`config.mk`:
```
export PLATFORM = sky130hd
export DESIGN_NAME = sflash_cmd_engine
export DESIGN_NICKNAME = d
export VERILOG_FILES = /design/src/rtl/sfc_pkg.sv /design/src/rtl/sfc_clkdiv.sv /design/src/rtl/sfc_sequencer.sv /design/src/rtl/sfc_regs.sv /design/src/rtl/sflash_cmd_engine.sv
export SDC_FILE = /design/constraint.sdc
export NUM_CORES = 1
export LEC_CHECK = 0
export ABC_CLOCK_PERIOD_IN_PS = 7350
export CORE_MARGIN = 2
export CORE_UTILIZATION = 44
export DETAILED_ROUTE_END_ITERATION = 7
export DONT_BUFFER_PORTS = 1
export SYNTH_ARGS = -nofsm -noshare
export SYNTH_HDL_FRONTEND = slang
export SYNTH_SLANG_ARGS = --single-unit
```
`constraint.sdc`:
```
create_clock -name clk -period 7.35 [get_ports clk]
set_clock_uncertainty 0.05 [all_clocks]
set_input_delay 0.735 -clock clk [delete_from_list [all_inputs] [get_ports clk]]
set_output_delay 0.735 -clock clk [all_outputs]
set_load 0.1 [all_outputs]
```
`src/rtl/sfc_pkg.sv`:
```
`timescale 1ns/1ps
package sfc_pkg;
  localparam logic [3:0] OFS_CTRL = 4'h0;
  localparam logic [3:0] OFS_CMD  = 4'h4;
  localparam logic [3:0] OFS_DATA = 4'h8;

  localparam int BIT_GO   = 8;
  localparam int BIT_BUSY = 16;
  localparam int BIT_DIV  = 24;

  typedef enum logic [2:0] {
    SQ_IDLE,
    SQ_LEAD,
    SQ_HIGH,
    SQ_LOW,
    SQ_GAP
  } seq_state_t;
endpackage

```
`src/rtl/sfc_clkdiv.sv`:
```
`timescale 1ns/1ps
module sfc_clkdiv #(
  parameter int SEL_W = 2
) (
  input  logic             clk,
  input  logic             rst,
  input  logic             run,
  input  logic [SEL_W-1:0] sel,
  output logic             tick
);
  localparam int MAX_SHIFT = (1 << SEL_W) - 1;
  localparam int CNT_W     = (MAX_SHIFT < 1) ? 1 : MAX_SHIFT;

  logic [CNT_W-1:0] cnt;
  logic [CNT_W-1:0] last;

  always_comb last = CNT_W'((1 << sel) - 1);
  always_comb tick = run && (cnt == last);

  always_ff @(posedge clk) begin
    if (rst || !run) cnt <= '0;
    else if (tick)   cnt <= '0;
    else             cnt <= cnt + CNT_W'(1);
  end


  cnt_range_chk: assert property (@(posedge clk) disable iff (rst)
    run |-> (cnt <= last));
endmodule

```
`src/rtl/sfc_sequencer.sv`:
```
`timescale 1ns/1ps
module sfc_sequencer
  import sfc_pkg::*;
#(
  parameter int CNT_W = 4
) (
  input  logic             clk,
  input  logic             rst,
  input  logic             start,
  input  logic [CNT_W-1:0] tx_cnt,
  input  logic [CNT_W-1:0] rx_cnt,
  input  logic [31:0]      cmd_word,
  input  logic [31:0]      data_word,
  input  logic             tick,
  input  logic             miso,
  output logic             busy,
  output logic             done,
  output logic [31:0]      rx_word,
  output logic             sclk,
  output logic             cs_n,
  output logic             mosi
);
  localparam int MAX_BYTES = 2 * ((1 << CNT_W) - 1);
  localparam int POS_W     = $clog2(MAX_BYTES * 8 + 1);
  localparam int IDX_W     = POS_W - 3;

  seq_state_t       state;
  logic [POS_W-1:0] pos;
  logic [POS_W-1:0] next_pos;
  logic [POS_W-1:0] total;
  logic [IDX_W-1:0] cur_idx;
  logic [IDX_W-1:0] rel_idx;
  logic             rx_slot;
  logic             gap_half;
  logic [31:0]      rx_acc;
  logic             sclk_q, cs_q, mosi_q;

  // Transmit bit at stream position p: opcode, address high to low, payload low to high.
  function automatic logic pick_bit(input logic [POS_W-1:0] p,
                                    input logic [CNT_W-1:0] ntx,
                                    input logic [31:0]      cw,
                                    input logic [31:0]      dw);
    logic [IDX_W-1:0] k;
    logic [7:0]       b;
    k = p[POS_W-1:3];
    b = 8'h00;
    if (k < IDX_W'(ntx)) begin
      case (int'(k))
        0: b = cw[7:0];
        1: b = cw[31:24];
        2: b = cw[23:16];
        3: b = cw[15:8];
        4: b = dw[7:0];
        5: b = dw[15:8];
        6: b = dw[23:16];
        7: b = dw[31:24];
        default: b = 8'h00;
      endcase
    end
    return b[~p[2:0]];
  endfunction

  assign total    = POS_W'((int'(tx_cnt) + int'(rx_cnt)) * 8);
  assign next_pos = pos + POS_W'(1);
  assign cur_idx  = pos[POS_W-1:3];
  assign rel_idx  = cur_idx - IDX_W'(tx_cnt);
  assign rx_slot  = (cur_idx >= IDX_W'(tx_cnt)) && (rel_idx < IDX_W'(4));

  always_ff @(posedge clk) begin
    if (rst) begin
      state    <= SQ_IDLE;
      pos      <= '0;
      gap_half <= 1'b0;
      rx_acc   <= '0;
      sclk_q   <= 1'b0;
      cs_q     <= 1'b1;
      mosi_q   <= 1'b0;
    end else begin
      case (state)
        SQ_IDLE: if (start) begin
          pos      <= '0;
          gap_half <= 1'b0;
          rx_acc   <= '0;
          if (total == '0) begin
            state <= SQ_GAP;
          end else begin
            state  <= SQ_LEAD;
            cs_q   <= 1'b0;
            mosi_q <= pick_bit('0, tx_cnt, cmd_word, data_word);
          end
        end
        SQ_LEAD: if (tick) begin
          state  <= SQ_HIGH;
          sclk_q <= 1'b1;
        end
        SQ_HIGH: if (tick) begin
          if (rx_slot) rx_acc[{rel_idx[1:0], ~pos[2:0]}] <= miso;
          sclk_q <= 1'b0;
          pos    <= next_pos;
          mosi_q <= pick_bit(next_pos, tx_cnt, cmd_word, data_word);
          state  <= SQ_LOW;
        end
        SQ_LOW: if (tick) begin
          if (pos == total) begin
            state  <= SQ_GAP;
            cs_q   <= 1'b1;
            mosi_q <= 1'b0;
          end else begin
            state  <= SQ_HIGH;
            sclk_q <= 1'b1;
          end
        end
        SQ_GAP: if (tick) begin
          gap_half <= ~gap_half;
          if (gap_half) state <= SQ_IDLE;
        end
        default: state <= SQ_IDLE;
      endcase
    end
  end

  assign busy    = (state != SQ_IDLE);
  assign done    = (state == SQ_GAP) && tick && gap_half;
  assign rx_word = rx_acc;
  assign sclk    = sclk_q;
  assign cs_n    = cs_q;
  assign mosi    = mosi_q;


  mosi_hold_chk: assert property (@(posedge clk) disable iff (rst)
    (sclk_q && $past(sclk_q)) |-> $stable(mosi_q));

  sclk_in_frame_chk: assert property (@(posedge clk) disable iff (rst)
    sclk_q |-> !cs_q);

  cs_release_chk: assert property (@(posedge clk) disable iff (rst)
    $fell(busy) |-> (cs_q && $past(cs_q)));

  sclk_on_tick_chk: assert property (@(posedge clk) disable iff (rst)
    !$stable(sclk_q) |-> $past(tick));
endmodule

```
`src/rtl/sfc_regs.sv`:
```
`timescale 1ns/1ps
module sfc_regs
  import sfc_pkg::*;
#(
  parameter int CNT_W = 4,
  parameter int SEL_W = 2
) (
  input  logic             clk,
  input  logic             rst,
  input  logic             wr_en,
  input  logic [3:0]       addr,
  input  logic [31:0]      wdata,
  output logic [31:0]      rdata,
  input  logic             seq_busy,
  input  logic             seq_done,
  input  logic [31:0]      rx_word,
  output logic             start,
  output logic [CNT_W-1:0] tx_cnt,
  output logic [CNT_W-1:0] rx_cnt,
  output logic [SEL_W-1:0] div_sel,
  output logic [31:0]      cmd_word,
  output logic [31:0]      data_word
);
  logic             start_q;
  logic             busy;
  logic             ctl_wr;
  logic [CNT_W-1:0] tx_q, rx_q;
  logic [SEL_W-1:0] div_q;
  logic [31:0]      cmd_q, data_q;
  logic [31:0]      ctl_view;

  assign busy   = seq_busy | start_q;
  assign ctl_wr = wr_en && (addr == OFS_CTRL);

  always_comb begin
    ctl_view = '0;
    ctl_view[CNT_W-1:0]         = tx_q;
    ctl_view[2*CNT_W-1:CNT_W]   = rx_q;
    ctl_view[BIT_BUSY]          = busy;
    ctl_view[BIT_DIV +: SEL_W]  = div_q;
  end

  always_ff @(posedge clk) begin
    if (rst) begin
      start_q <= 1'b0;
      tx_q    <= '0;
      rx_q    <= '0;
      div_q   <= '0;
      cmd_q   <= '0;
      data_q  <= '0;
      rdata   <= '0;
    end else begin
      start_q <= ctl_wr && !busy && wdata[BIT_GO];
      if (wr_en && !busy) begin
        case (addr)
          OFS_CTRL: begin
            tx_q  <= wdata[CNT_W-1:0];
            rx_q  <= wdata[2*CNT_W-1:CNT_W];
            div_q <= wdata[BIT_DIV +: SEL_W];
          end
          OFS_CMD:  cmd_q  <= wdata;
          OFS_DATA: data_q <= wdata;
          default: ;
        endcase
      end
      if (seq_done && (rx_q != '0)) data_q <= rx_word;
      case (addr)
        OFS_CTRL: rdata <= ctl_view;
        OFS_CMD:  rdata <= cmd_q;
        OFS_DATA: rdata <= data_q;
        default:  rdata <= '0;
      endcase
    end
  end

  assign start     = start_q;
  assign tx_cnt    = tx_q;
  assign rx_cnt    = rx_q;
  assign div_sel   = div_q;
  assign cmd_word  = cmd_q;
  assign data_word = data_q;


  ctl_frozen_chk: assert property (@(posedge clk) disable iff (rst)
    (busy && ctl_wr) |=> ($stable(tx_q) && $stable(rx_q) && $stable(div_q)));

  no_restart_chk: assert property (@(posedge clk) disable iff (rst)
    start_q |-> !seq_busy);

  data_keep_chk: assert property (@(posedge clk) disable iff (rst)
    (seq_done && (rx_q == '0)) |=> $stable(data_q));
endmodule

```
`src/rtl/sflash_cmd_engine.sv`:
```
`timescale 1ns/1ps
module sflash_cmd_engine #(
  parameter int CNT_W = 4,
  parameter int SEL_W = 2
) (
  input  logic        clk,
  input  logic        rst,
  input  logic        reg_wr,
  input  logic [3:0]  reg_addr,
  input  logic [31:0] reg_wdata,
  output logic [31:0] reg_rdata,
  output logic        spi_sclk,
  output logic        spi_cs_n,
  output logic        spi_mosi,
  input  logic        spi_miso
);
  logic             start, seq_busy, seq_done, tick;
  logic [CNT_W-1:0] tx_cnt, rx_cnt;
  logic [SEL_W-1:0] div_sel;
  logic [31:0]      cmd_word, data_word, rx_word;

  sfc_regs #(.CNT_W(CNT_W), .SEL_W(SEL_W)) u_regs (
    .clk(clk), .rst(rst), .wr_en(reg_wr), .addr(reg_addr), .wdata(reg_wdata),
    .rdata(reg_rdata), .seq_busy(seq_busy), .seq_done(seq_done), .rx_word(rx_word),
    .start(start), .tx_cnt(tx_cnt), .rx_cnt(rx_cnt), .div_sel(div_sel),
    .cmd_word(cmd_word), .data_word(data_word)
  );

  sfc_clkdiv #(.SEL_W(SEL_W)) u_div (
    .clk(clk), .rst(rst), .run(seq_busy), .sel(div_sel), .tick(tick)
  );

  sfc_sequencer #(.CNT_W(CNT_W)) u_seq (
    .clk(clk), .rst(rst), .start(start), .tx_cnt(tx_cnt), .rx_cnt(rx_cnt),
    .cmd_word(cmd_word), .data_word(data_word), .tick(tick), .miso(spi_miso),
    .busy(seq_busy), .done(seq_done), .rx_word(rx_word),
    .sclk(spi_sclk), .cs_n(spi_cs_n), .mosi(spi_mosi)
  );
endmodule

```
==> run metrics <==
HP Start=rst; Crit Path Class=flip-flop to flip-flop; post-route minimum period=3950 ps; Initial Util=0.454; H-tree level count=4; worst-case clock buffer depth=2; CTS tree=done; drt total wl=25400 um; Final Util=0.490; Fillers=1714; final hold vios=0; CP required=7600 ps; CTS Hold Bufs=0; All-Layer GR Usage=0.271; Mapped Nets=1040; post-synth top area share=0.398; largest net degree at the start of global routing=129; Least-Margin Pin Slew=1140 ps; Remaining Overflow, GRT=0; vias in the first global route=6448; RSZ-0062 raised after global routing=false; Layout area overhead=8.03%; CP Launch Type=flip-flop; Top-Level Pins=75; Final Cell Area=8530 um2; Post-synth top flop=dfxtp_1; Critical Path End Type=flip-flop; worst skew pair latency=430 ps; crit-path max FO=19; Cell Pwr Density=259 nW/um2; Post-DP HPWL=17500 um; post-CTS setup buffer count=0; Seq/Total Area, Yosys=0.398; layout cells sized above 1=0.0682; port bufs=0; cts repair resizes=0; Clock Sinks=157; root buffer cell=clkbuf_16; number of synthesized register bits=157; die area=19000 um2; worst hold path type=input pin to flip-flop; # DRC=0; max cap viols=0; ANT nets after route=0; total negative slack=0 ps; status=finished, final reports clean; Distinct cells, synth=69; TritonCTS Buffers=17; Arr. time, crit path=4200 ps; final setup fails=0; most frequent cells in the layout=dfxtp_1 (157), a21oi_1 (134), nand2_1 (105), nor2_1 (89), a211oi_1 (40); GPL Wtd Cong=0.916; leakage power=3.04 nW; area post-placement=7950 um2; DRT Pass-1 Iters=6; critical path launch point=u_seq.pos[0]$_SDFFE_PP0P_; Post-Syn Area=7900 um2; Max VDD drop=0.000155 V; largest cells by area after synthesis=dfxtp_1 (40%), a21oi_1 (8.6%), nand2_1 (5.0%); Die Y=138 um; final cycle utilization of the critical path=0.537; commonest non-fill, non-tap cell in the layout=dfxtp_1; Clock transition at path regs=60 ps; Die X=138 um; DRT iter0 DRCs=873; Async S/R FF share, synth=0; vias per std cell=6.21; Synth area leader=dfxtp_1; Syn Inst Count=982; yosys warns=0; Syn Area/Cell=8.04 um2; Routed WL per cell=21.8 um; worst r2r src=u_seq.pos[0]$_SDFFE_PP0P_; row cnt=48; antenna cells=0; Pins Over Slew Limit=0; highest clock rate=253 MHz; global-route wire length before repair=38800 um; initial antenna violation count=0; fin nets=983; EDFF count, synth=0; relative slew slack=0.240; core area=17400 um2; DR vias=7227
cell type report:
type,instances,area (um2),share of cell area
clock buffers,18,429,0.0503
multi-input cells,714,4340,0.509
flip-flops and latches,157,3140,0.368
clock inverters,14,159,0.0186
inverters,22,82.6,0.00968
well taps,225,282,0.0330
repair buffers,13,97.6,0.0114
state kept, by name, summed over array words and instances, names as in the netlist, 3 cells and up:
register	count
u_regs.data_word	32
u_div.cnt	3
u_seq.pos	8
u_seq.rx_word	32
u_regs.rdata	32
u_regs.tx_cnt	4
u_regs.cmd_word	32
u_seq.state	3
u_regs.rx_cnt	4
path summary, 6_finish.rpt:
check	to	cells after the start	slack, ps
hold / removal	u_seq.gap_half$_SDFFE_PP0P_	1	340
setup / recovery	u_seq.mosi$_SDFFE_PP0P_	10	3400
setup reg to reg	u_seq.mosi$_SDFFE_PP0P_	10	3400
hold reg to reg	u_regs.cmd_word[22]$_SDFFE_PP0P_	2	430
metal layers:
metal,GRT usage,routed length (um)
met1,0.401,12000
met2,0.402,11300
met3,0.0464,1640
met4,0.0782,410
met5,0,0
power by group:
part / total [mW] / internal, mW / leakage [nW] / switching [mW]
logic: 0.387 / 0.103 / 1.49 / 0.284
clock network: 0.887 / 0.507 / 0.281 / 0.380
registers: 0.937 / 0.872 / 1.27 / 0.0650
total: 2.21 / 1.48 / 3.04 / 0.729
metrics by stage:
step / power [mW] / hold WS (ps) / setup WS, ps / instances
detailed placement: 1.33 / 412 / 3430 / 1131
global placement: 1.33 / 407 / 3480 / 1131
finish: 2.21 / 335 / 3400 / 1163
CTS: 2.21 / 313 / 3420 / 1163
global route: 2.29 / 319 / 3020 / 1163
floorplan: 1.24 / 395 / 4510 / 982
cells in the mapped netlist (3+ instances only):
library cell and instances:
nor2_1 89, nand3b_1 3, a311oi_1 3, inv_1 21
o21ai_1 33, and3_1 7, xnor2_1 12, buf_1 13
nand4_1 38, a211oi_1 40, a222oi_1 11, mux2i_1 39
ha_1 16, a31oi_1 3, nor4b_1 3, nor4_1 9
nand2_1 105, a22oi_1 29, nor2b_1 8, xor2_1 3
buf_2 13, a21oi_1 135, a21o_1 5, clkbuf_1 61
and2_1 7, o21ai_0 35, nand3_1 18, o2bb2ai_1 3
nor3_1 12, dfxtp_1 157, o211ai_1 3
critical path: stages (launching register included):
cell	delay [ps]
dfxtp_1	630
ha_1	680
and3_4	310
xnor2_2	280
inv_2	340
mux2_4	370
a311o_1	340
or4_1	400
o221a_1	140
o22ai_1	190
a22oi_1	90
logic make-up after synthesis:
logic type               Yosys count  synth area share
AND/OR/NAND/NOR                  317             0.190
buffers and inverters            111            0.0567
AO/OA/AOI/OAI                    319             0.248
flip-flops                       157             0.398
adder cells (fa/ha/maj)           18            0.0304
XOR/XNOR                          17            0.0215
multiplexers                      43            0.0556
Power figures use the tool's default switching activity.
